==> src/rtl/tmr_channel.sv <==
module tmr_channel (
  input  logic       clk,
  input  logic       rst_n,
  input  logic       ctl_we,
  input  logic       ctl_mode,
  input  logic       cnt_we,
  input  logic [7:0] cnt_byte,
  input  logic       tick,
  input  logic       gate,
  output logic       tout
);
  localparam int CW = 16;

  logic          mode_r, hi_sel, load_pend, running, cr_valid, trig_pend, gate_q;
  logic [7:0]    lo_r;
  logic [CW-1:0] cr, ce;

  wire gate_rise = gate & ~gate_q;
  wire lo_wr     = cnt_we & ~hi_sel & ~ctl_we;
  wire hi_wr     = cnt_we &  hi_sel & ~ctl_we;
  wire trig      = trig_pend | gate_rise;
  wire m0_hold   = hi_sel | lo_wr;
  wire ce_last   = (ce == CW'(1));
  wire [CW-1:0] ce_dec = ce - CW'(1);

  always_ff @(posedge clk) begin
    if (!rst_n) begin
      mode_r    <= 1'b0;
      tout      <= 1'b0;
      hi_sel    <= 1'b0;
      load_pend <= 1'b0;
      running   <= 1'b0;
      cr_valid  <= 1'b0;
      trig_pend <= 1'b0;
      gate_q    <= 1'b0;
      lo_r      <= '0;
      cr        <= '0;
      ce        <= '0;
    end else begin
      gate_q <= gate;
      if (ctl_we) begin
        mode_r    <= ctl_mode;
        tout      <= ctl_mode;
        hi_sel    <= 1'b0;
        load_pend <= 1'b0;
        running   <= 1'b0;
        cr_valid  <= 1'b0;
        trig_pend <= 1'b0;
      end else begin
        if (cnt_we) hi_sel <= ~hi_sel;
        if (lo_wr)  lo_r   <= cnt_byte;
        if (hi_wr) begin
          cr       <= {cnt_byte, lo_r};
          cr_valid <= 1'b1;
        end
        if (!mode_r) begin
          if (lo_wr) begin
            tout      <= 1'b0;
            load_pend <= 1'b0;
          end
          if (hi_wr) load_pend <= 1'b1;
          if (tick && !m0_hold) begin
            if (load_pend) begin
              ce        <= cr;
              running   <= 1'b1;
              load_pend <= 1'b0;
            end else if (running && gate) begin
              ce <= ce_dec;
              if (ce_last) tout <= 1'b1;
            end
          end
        end else begin
          if (tick) begin
            trig_pend <= 1'b0;
            if (trig && cr_valid) begin
              ce      <= cr;
              running <= 1'b1;
              tout    <= 1'b0;
            end else if (running) begin
              ce <= ce_dec;
              if (ce_last) begin
                tout    <= 1'b1;
                running <= 1'b0;
              end
            end
          end else if (gate_rise) begin
            trig_pend <= 1'b1;
          end
        end
      end
    end
  end
endmodule


==> config.mk <==
export PLATFORM = sky130hd
export DESIGN_NAME = tmr_channel
export DESIGN_NICKNAME = d
export VERILOG_FILES = /design/src/rtl/tmr_channel.sv
export SDC_FILE = /design/constraint.sdc
export NUM_CORES = 1
export LEC_CHECK = 0
export BUFFER_PORTS_ARGS = -buffer_cell sky130_fd_sc_hd__buf_4
export CAP_MARGIN = 20
export CORE_MARGIN = 2
export CORE_UTILIZATION = 64
export DETAILED_ROUTE_END_ITERATION = 10
export PLACE_DENSITY = 0.82
export SLEW_MARGIN = 20
export SYNTH_ARGS = -nofsm -noshare
export SYNTH_HDL_FRONTEND = slang
export SYNTH_SLANG_ARGS = --single-unit
export TNS_END_PERCENT = 30
==> constraint.sdc <==
create_clock -name clk -period 3.75 [get_ports clk]
set_clock_uncertainty 0.15 [all_clocks]
set_input_delay 0.375 -clock clk [delete_from_list [all_inputs] [get_ports clk]]
set_output_delay 0.375 -clock clk [all_outputs]
set_load 0.01 [all_outputs]
### Word level (Yosys, flattened, before mapping)

Index checks and enable logic that the tools add are counted.

* word-level logic and storage cells: 75
* output and inout port bits: 1
* bits in registers: 48
* input port bits: 15

* reductions and logical operators: 15
* mux-type cells: 31
* add/subtract/negate cells: 1
* equality and inequality tests: 6
* bitwise operators: 11

Operator list (count)
* 16-bit two-way mux: 7
* 1-bit two-way mux: 24
* 16-bit by 1-bit == test with 1-bit output, second input constant: 1
* 16-bit by 1-bit subtractor with 16-bit output, second input constant: 1
* 4-bit by 2-bit != test with 1-bit output, second input constant: 2
* 2-bit AND reduction: 3
* 3-bit AND reduction: 2
* 2-bit nonzero test: 3
* 1-bit bitwise AND: 5
* 5-bit AND reduction: 1
* 1-bit inverter: 4
* 1-bit logical AND: 3
* 3-bit by 1-bit != test with 1-bit output, second input constant: 1
* 3-bit != test, second input constant: 1
* 3-bit nonzero test: 1
* 2-bit != test, second input constant: 1
* 1-bit OR: 2
* 2-bit OR reduction: 1
* 1-bit logical NOT: 1

### Depth between registers and ports, before layout

Gate-level depths: netlist (run 1).

* word-level depth: 10
* mapped depth: 7

### Worst setup path after synthesis (run 1)

No wires, ideal clock.

* path type: register to register
* start point: register ce[0]
* end point: register ce[8]
* clock period less this slack: 1.810 ns
* stages on the path, launching flop included: 8
* buffers on the path: 0
* path slack: 1.940 ns
* data required time: 3.542 ns
* arrival time: 1.601 ns
* cell sequence: dfxtp_1 > inv_1 > ha_1 > nor4b_4 > nand3_1 > or3_1 > a21oi_1 > o21a_1

* cells in the longest elaborated chain, start to end: 5
* elaborated cells on any way between the ends: 8
* those cells by class: add/sub: 1; mux: 7

Ends and longest elaborated chain
* start: declaration: line 16 `logic [CW-1:0] cr, ce;`
* start signal: assignment: line 64 `ce <= cr;`
* start signal: assignment: line 76 `ce <= cr;`
* 16-bit by 1-bit subtractor with 16-bit output (*): line 24 `wire [CW-1:0] ce_dec = ce - CW'(1);`
* 16-bit two-way mux (on tied branches): line 67, 79
* 16-bit two-way mux (on tied branches): line 63, 75
* 16-bit two-way mux (on tied branches): line 62, 73
* 16-bit two-way mux (*): line 56 `if (!mode_r) begin`

Every way passes the cells marked *; elsewhere a longest branch is shown, timed or not. The select of a mux whose other input is x is not followed.
A chain may end at the register's enable or synchronous reset.

### Final worst setup path (run 1)

* start point: register mode_r
* end point: register ce[2]

* cells in the longest elaborated chain, start to end: 2
* elaborated cells on any way between the ends: 6
* those cells by class: eq/ne: 2; mux: 1; reduce/logical: 3

Ends and longest elaborated chain
* start: declaration: line 14 `logic mode_r, hi_sel, load_pend, running, cr_valid, trig_pend, gate_q;`
* start signal: assignment: line 42 `mode_r <= ctl_mode;`
* 3-bit by 1-bit != test with 1-bit output (no line) (tied with other cells)
* 5-bit AND reduction (no line)

Several ways; a longest one is shown, not always the timed one.

==> results of run 1 <==
==> layout by cell type (no fill, tap or decap), types with 2 or more instances in the layout <==
cell,count
o211ai_1,3
or4_4,2
nor4_1,3
buf_4,15
mux2i_1,12
inv_1,3
o31a_1,2
nand2_1,47
nor3b_2,2
o2bb2ai_1,2
a211oi_1,4
o21ai_0,13
o41ai_1,3
o31ai_1,2
nor3b_1,2
nand2b_1,4
and2_1,3
a31oi_1,2
clkbuf_8,5
dfxtp_1,48
o21ai_1,2
nor2b_1,3
o21a_1,2
nor2_1,26
ha_1,2
a21oi_1,37
a21o_1,3
nand4_1,3
o22ai_1,4
nand3_1,7
nand3b_1,2
nor3_1,8
==> cell type report <==
type                    instances  area share (%)
flip-flops and latches         48            37.6
multi-input cells             223            51.8
clock inverters                 2           0.636
clock buffers                   6            2.84
repair buffers                 15            4.40
inverters                       3           0.440
well taps                      48            2.35
==> through the flow <==
step | power [W] | std cells | hold WS (ns) | setup slack (ns)
floorplan | 0.000599 | 289 | 0.281 | 1.94
global route | 0.000966 | 345 | 0.160 | 1.24
detailed placement | 0.000626 | 337 | 0.298 | 1.48
global placement | 0.000624 | 337 | 0.288 | 1.54
CTS | 0.000930 | 345 | 0.155 | 1.48
finish | 0.000929 | 345 | 0.157 | 1.44
==> state kept, by name, indices dropped and copies added (netlist names) <==
name / count
ce: 16
cr: 16
cr_valid: 1
gate_q: 1
hi_sel: 1
lo_r: 8
load_pend: 1
mode_r: 1
running: 1
tout: 1
trig_pend: 1
==> layer usage <==
| metal | vias up | track usage (%) | share of wire [%] |
|---|---|---|---|
| li1 | 1053 | - | - |
| met1 | 959 | 36.5 | 45 |
| met2 | 68 | 43.7 | 46 |
| met3 | 11 | 5.90 | 6.4 |
| met4 | 0 | 12.8 | 1.7 |
| met5 | - | 0 | 0 |
==> report_power, final <==
| group | internal [W] | total [W] | leakage (nW) | switching, W |
|---|---|---|---|---|
| clock | 0.000133 | 0.000313 | 0.0414 | 0.000180 |
| sequential | 0.000519 | 0.000530 | 0.389 | 0.0000109 |
| combinational | 0.0000363 | 0.0000859 | 0.487 | 0.0000495 |
==> kinds of logic (layout without fill, tap and decap cells) <==
| logic type | count (synthesis) | in the layout |
|---|---|---|
| AO/OA/AOI/OAI | 87 | 87 |
| buffers and inverters | 18 | 26 |
| flip-flops | 48 | 48 |
| adder cells (fa/ha/maj) | 2 | 2 |
| XOR/XNOR | 1 | 1 |
| AND/OR/NAND/NOR | 121 | 121 |
| multiplexers | 12 | 12 |
==> worst max-delay path by stage <==
stage,end,startpoint,slack [ns]
floorplan,ce[8],ce[0],1.94
global placement,ce[2],mode_r,1.54
detailed placement,ce[5],mode_r,1.48
CTS,ce[5],mode_r,1.48
global route,ce[2],mode_r,1.24
finish,ce[2],mode_r,1.44
==> worst max-delay path, delay by kind of cell, from the launching register on <==
family | cells | cell delay, ns
DFF | 1 | 0.67
muxes | 1 | 0.23
AOI/OAI and AO/OA | 4 | 1.10
==> results.toml, run 1 <==
[global_routing]
grt_pass1_wl_mm = 9.07
grt-ovfl-total = 0
grt_max_degree = 33
grt_antenna_before_repair = 0
grt_usage_pct = 27.8
grt_pass1_vias = 1966

[detailed_routing]
vias_per_cell = 6.06
drc = 0
routedWlPerCell_um = 15.5
drt_iter0_drc = 231
ant_nets = 0
routed_wl_mm = 5.33
firstDrtPassIters = 4
via_count = 2091

[placed_design]
hpwl_mm = 3.73
gp_congestion = 0.912
place_area_sq_um = 2470
portBuffers = 15

[yosys]
yosys.area.top_type_share_pct = 40.6
synth.most_common_cell = "dfxtp_1"
synthXorXnorAreaFrac_pct = 0.370
async_reset_ff_share_pct = 0
yosys-top-cells-count = "dfxtp_1 (48), nand2_1 (47), a21oi_1 (37)"
synth_ff_type = "dfxtp_1"
ys_ff_latch = 48
synth_adder_area_share_pct = 1.06
yosysWarnings = 0
synth_fp_nets = 306
ys_top_cells_by_area = "dfxtp_1 (41%), a21oi_1 (7.8%), nand2_1 (7.4%)"
synth-seq-area-share_pct = 40.6
synth.mux.area_fraction_pct = 5.07
synth_compound_area_share_pct = 22.8
synth_edf_count = 0
yosys.area.top_type = "dfxtp_1"
synth_cells = 289
synthDistinctLibCells = 51
synthSimpleGateAreaFrac_pct = 26.6
syn_area_sq_um = 2370
syn-mean-instance-area_sq_um = 8.20
synth_top_family_by_area = "simple AND/OR/NAND/NOR gates"

[power]
irDropWorstVdd_mv = 0.286
leakage_nw = 0.917
power.density_nw_per_um2 = 363

[final_layout]
nFillCells = 289
layout.nets = 313
final_util_pct = 71.0
area_growth_pct = 8.03
regArea_sq_um = 961
multi_input_area_sq_um = 1330
layout-drive-gt1-share_pct = 11.8
finalInstanceArea_sq_um = 2560
antenna_cells = 0

[sta]
period_share_pct = 61.5
setup_viol = 0
finalCriticalPeriod_ns = 2.31
rsz0062_at_grt = "false"
hold_viol = 0
relSlewSlack_pct = 35.8
worst_slew_pin_slew_ns = 0.962
fmax_ghz = 0.434
finalMaxSlewViolations = 0
fin_tns_setup_ns = 0

[min_path]
hold_depth = 3
hp-class = "input pin to flip-flop"
min-delay-start = "cnt_byte[2]"
hold_end = "lo_r[2]"

[setup_path]
r2r_setup_slack_ns = 1.44
worstSetupPathType = "flip-flop to flip-flop"
reg2reg_depth = 5
crit_arrival_ns = 2.31
cp_max_fo = 28
cpPeakStageDelay_ns = 0.67
r2r-start = "mode_r"
path_cells = "mux2i_1 > a21oi_4 > o21ai_2 > o21ai_0 > a21oi_1"
start_kind = "flip-flop"
slowest_stage = "dfxtp_1"
end_kind = "flip-flop"
r2r-end = "ce[2]"
worstPathRequired_ns = 3.75

[die]
die_w_um = 64.8
die_area_sq_um = 4200
start_util_pct = 65.7
die_y_um = 64.8
pin_count = 16
rows = 22
core_sq_um = 3610

[clocking]
cts_tree = "yes"
cts.sinks = 48
cts_buffer_depth = 2
cts-root-buf = "clkbuf_8"
cts_made_buffers = 5
cts.htree.levels = 2
clkLatencyLatePin_ns = 0.31
post_cts_buffers = 0
clk_pin_slew_ns = 0.09
cts_hold_buf = 0
cts_resized = 0

[run]
maxCapViolations = 0

[outcome]
status = "finished, final reports clean"
Power figures use the tool's default switching activity.
==> run 2: changes to the inputs <==
Settings changed: CORE_UTILIZATION 64 to 54, PLACE_DENSITY 0.82 to 0.73.
Clock period 3.75 ns to 2.1 ns, I/O delays scaled along.
==> run 2 against run 1 <==
Compared with the run above: final cell count increased by 5.8%; sequential power increased by 78%; via count rose by 3.9%; first-iteration DRC count down 1.3%; register-to-register slack got worse by 1.4 ns; core utilization is 7.7 points lower; clock-buffer cell count unchanged; global-route usage decreased by 3.9 points; hold slack got worse by 0.15 ns; wire length increased by 5.6%; largest cell class unchanged; largest power group unchanged.
==> results.toml, run 2 (synthesis results as in run 1) <==
[detailed_routing]
wl_met3_um = 340
ant_nets = 0
wl_met2_mm = 2.60
top_layer = "met4"
routed_wl_mm = 5.63
firstDrtPassIters = 4
routedWlPerCell_um = 15.4
m1WireLength_mm = 2.59
drt_iter0_drc = 228
via_count = 2173
vias_per_cell = 5.95
drc = 0

[global_routing]
grt_usage_pct = 23.9
grt_pass1_wl_mm = 9.58
grt_antenna_before_repair = 0
grt_max_degree = 33
grt_pass1_vias = 2039
grt-ovfl-total = 0

[setup_path]
start_kind = "flip-flop"
path_buf_inv = 2
reg2reg_depth = 8
cp_max_fo = 6
end_kind = "flip-flop"
cp_num_cells = 8
crit_arrival_ns = 2.11
crit_family = "simple AND/OR/NAND/NOR gates"
worstPathRequired_ns = 2.19
cpPeakStageDelay_ns = 0.37
path_cells = "inv_1 > ha_1 > nor4b_4 > buf_4 > nand3b_1 > nor4_1 > a21oi_1 > o22ai_1"
slowest_stage = "dfxtp_1"
worstSetupPathType = "flip-flop to flip-flop"

[sta]
finalCriticalPeriod_ns = 2.02
relSlewSlack_pct = 60.4
worst_slew_pin_slew_ns = 0.591
hold_viol = 0
fmax_ghz = 0.495
period_share_pct = 96.1
finalMaxSlewViolations = 0
hold_slack_ns = 0.00616
setup_viol = 0
fin_tns_setup_ns = 0

[final_layout]
final_common_cell = "dfxtp_1"
final_cells = 365
antenna_cells = 0
mostFrequentLayoutCells = "dfxtp_1 (48), nand2_1 (47), a21oi_1 (37), nor2_1 (26), buf_4 (25)"
final_util_pct = 63.3
layout-drive-gt1-share_pct = 14.7
reg_top3 = "ce (16), cr (16), lo_r (8)"
nFillCells = 378
regArea_sq_um = 961
multi_input_area_sq_um = 1330
area_growth_pct = 14.7
layout.nets = 329

[power]
power_w = 0.00168
irDropWorstVdd_mv = 0.557
power.density_nw_per_um2 = 618
leakage_nw = 1.00

[run]
maxCapViolations = 0

[die]
die_area_sq_um = 4930
rows = 24
core_sq_um = 4290
pin_count = 16
die_y_um = 70.2
die_w_um = 70.2
start_util_pct = 55.2

[placed_design]
portBuffers = 15
placed_cells = 350
gp_congestion = 0.915
hpwl_mm = 3.89

[clocking]
clkLatencyLatePin_ns = 0.31
cts_tree = "yes"
cts_made_buffers = 5
cts.sinks = 48
clk_pin_slew_ns = 0.09
cts-root-buf = "clkbuf_8"
cts_buffer_depth = 2
cts.htree.levels = 2

[outcome]
status = "finished, final reports clean"

[min_path]
hp-class = "input pin to flip-flop"
hold_depth = 3
## run 2: metrics by stage
step                setup slack (ns)  cell area, sq um
finish                        0.0809              2720
global route                -0.00644              2720
CTS                           0.0614              2690
detailed placement            0.0900              2550
global placement               0.192              2550
floorplan                      0.290              2370
## run 2: worst min-delay path: cells and delay by family
family                 cells  cell delay [ns]
multiplexers               1             0.06
buffers and inverters      1             0.08
AND/OR/NAND/NOR            1             0.08
## run 2: routing by layer
metal	up-vias	global-route usage (%)
met2	72	37.7
met4	0	7.48
met1	1005	32.5
met5	-	0
met3	10	5.48
li1	1086	-
## run 2: power by group
group          total (W)  internal (W)  switching (W)
Clock           0.000562      0.000237       0.000325
Combinational   0.000177     0.0000793      0.0000977
Sequential      0.000942      0.000927      0.0000145
Total            0.00168       0.00124       0.000437
## run 2: final timing paths
path	from	endpoint	slack [ns]
max	ce[0]	ce[14]	0.08
min	cnt_byte[4]	lo_r[4]	0.006
max reg2reg	ce[0]	ce[14]	0.08
min reg2reg	lo_r[0]	cr[0]	0.30
## run 2: timing repair
action	CTS	global route
hold buffers	5	0
endpoints found under the setup margin	0	2
buffers inserted	0	2
resized for setup	0	1
endpoints found under the hold margin	5	0
## run 2: area by class of cell
class	instances	share of cell area, %
inverter	3	0.414
clock inverter	2	0.599
tap	52	2.39
multi-input combinational	223	49.1
clock buffer	6	2.67
timing repair buffer	31	9.48
sequential	48	35.4
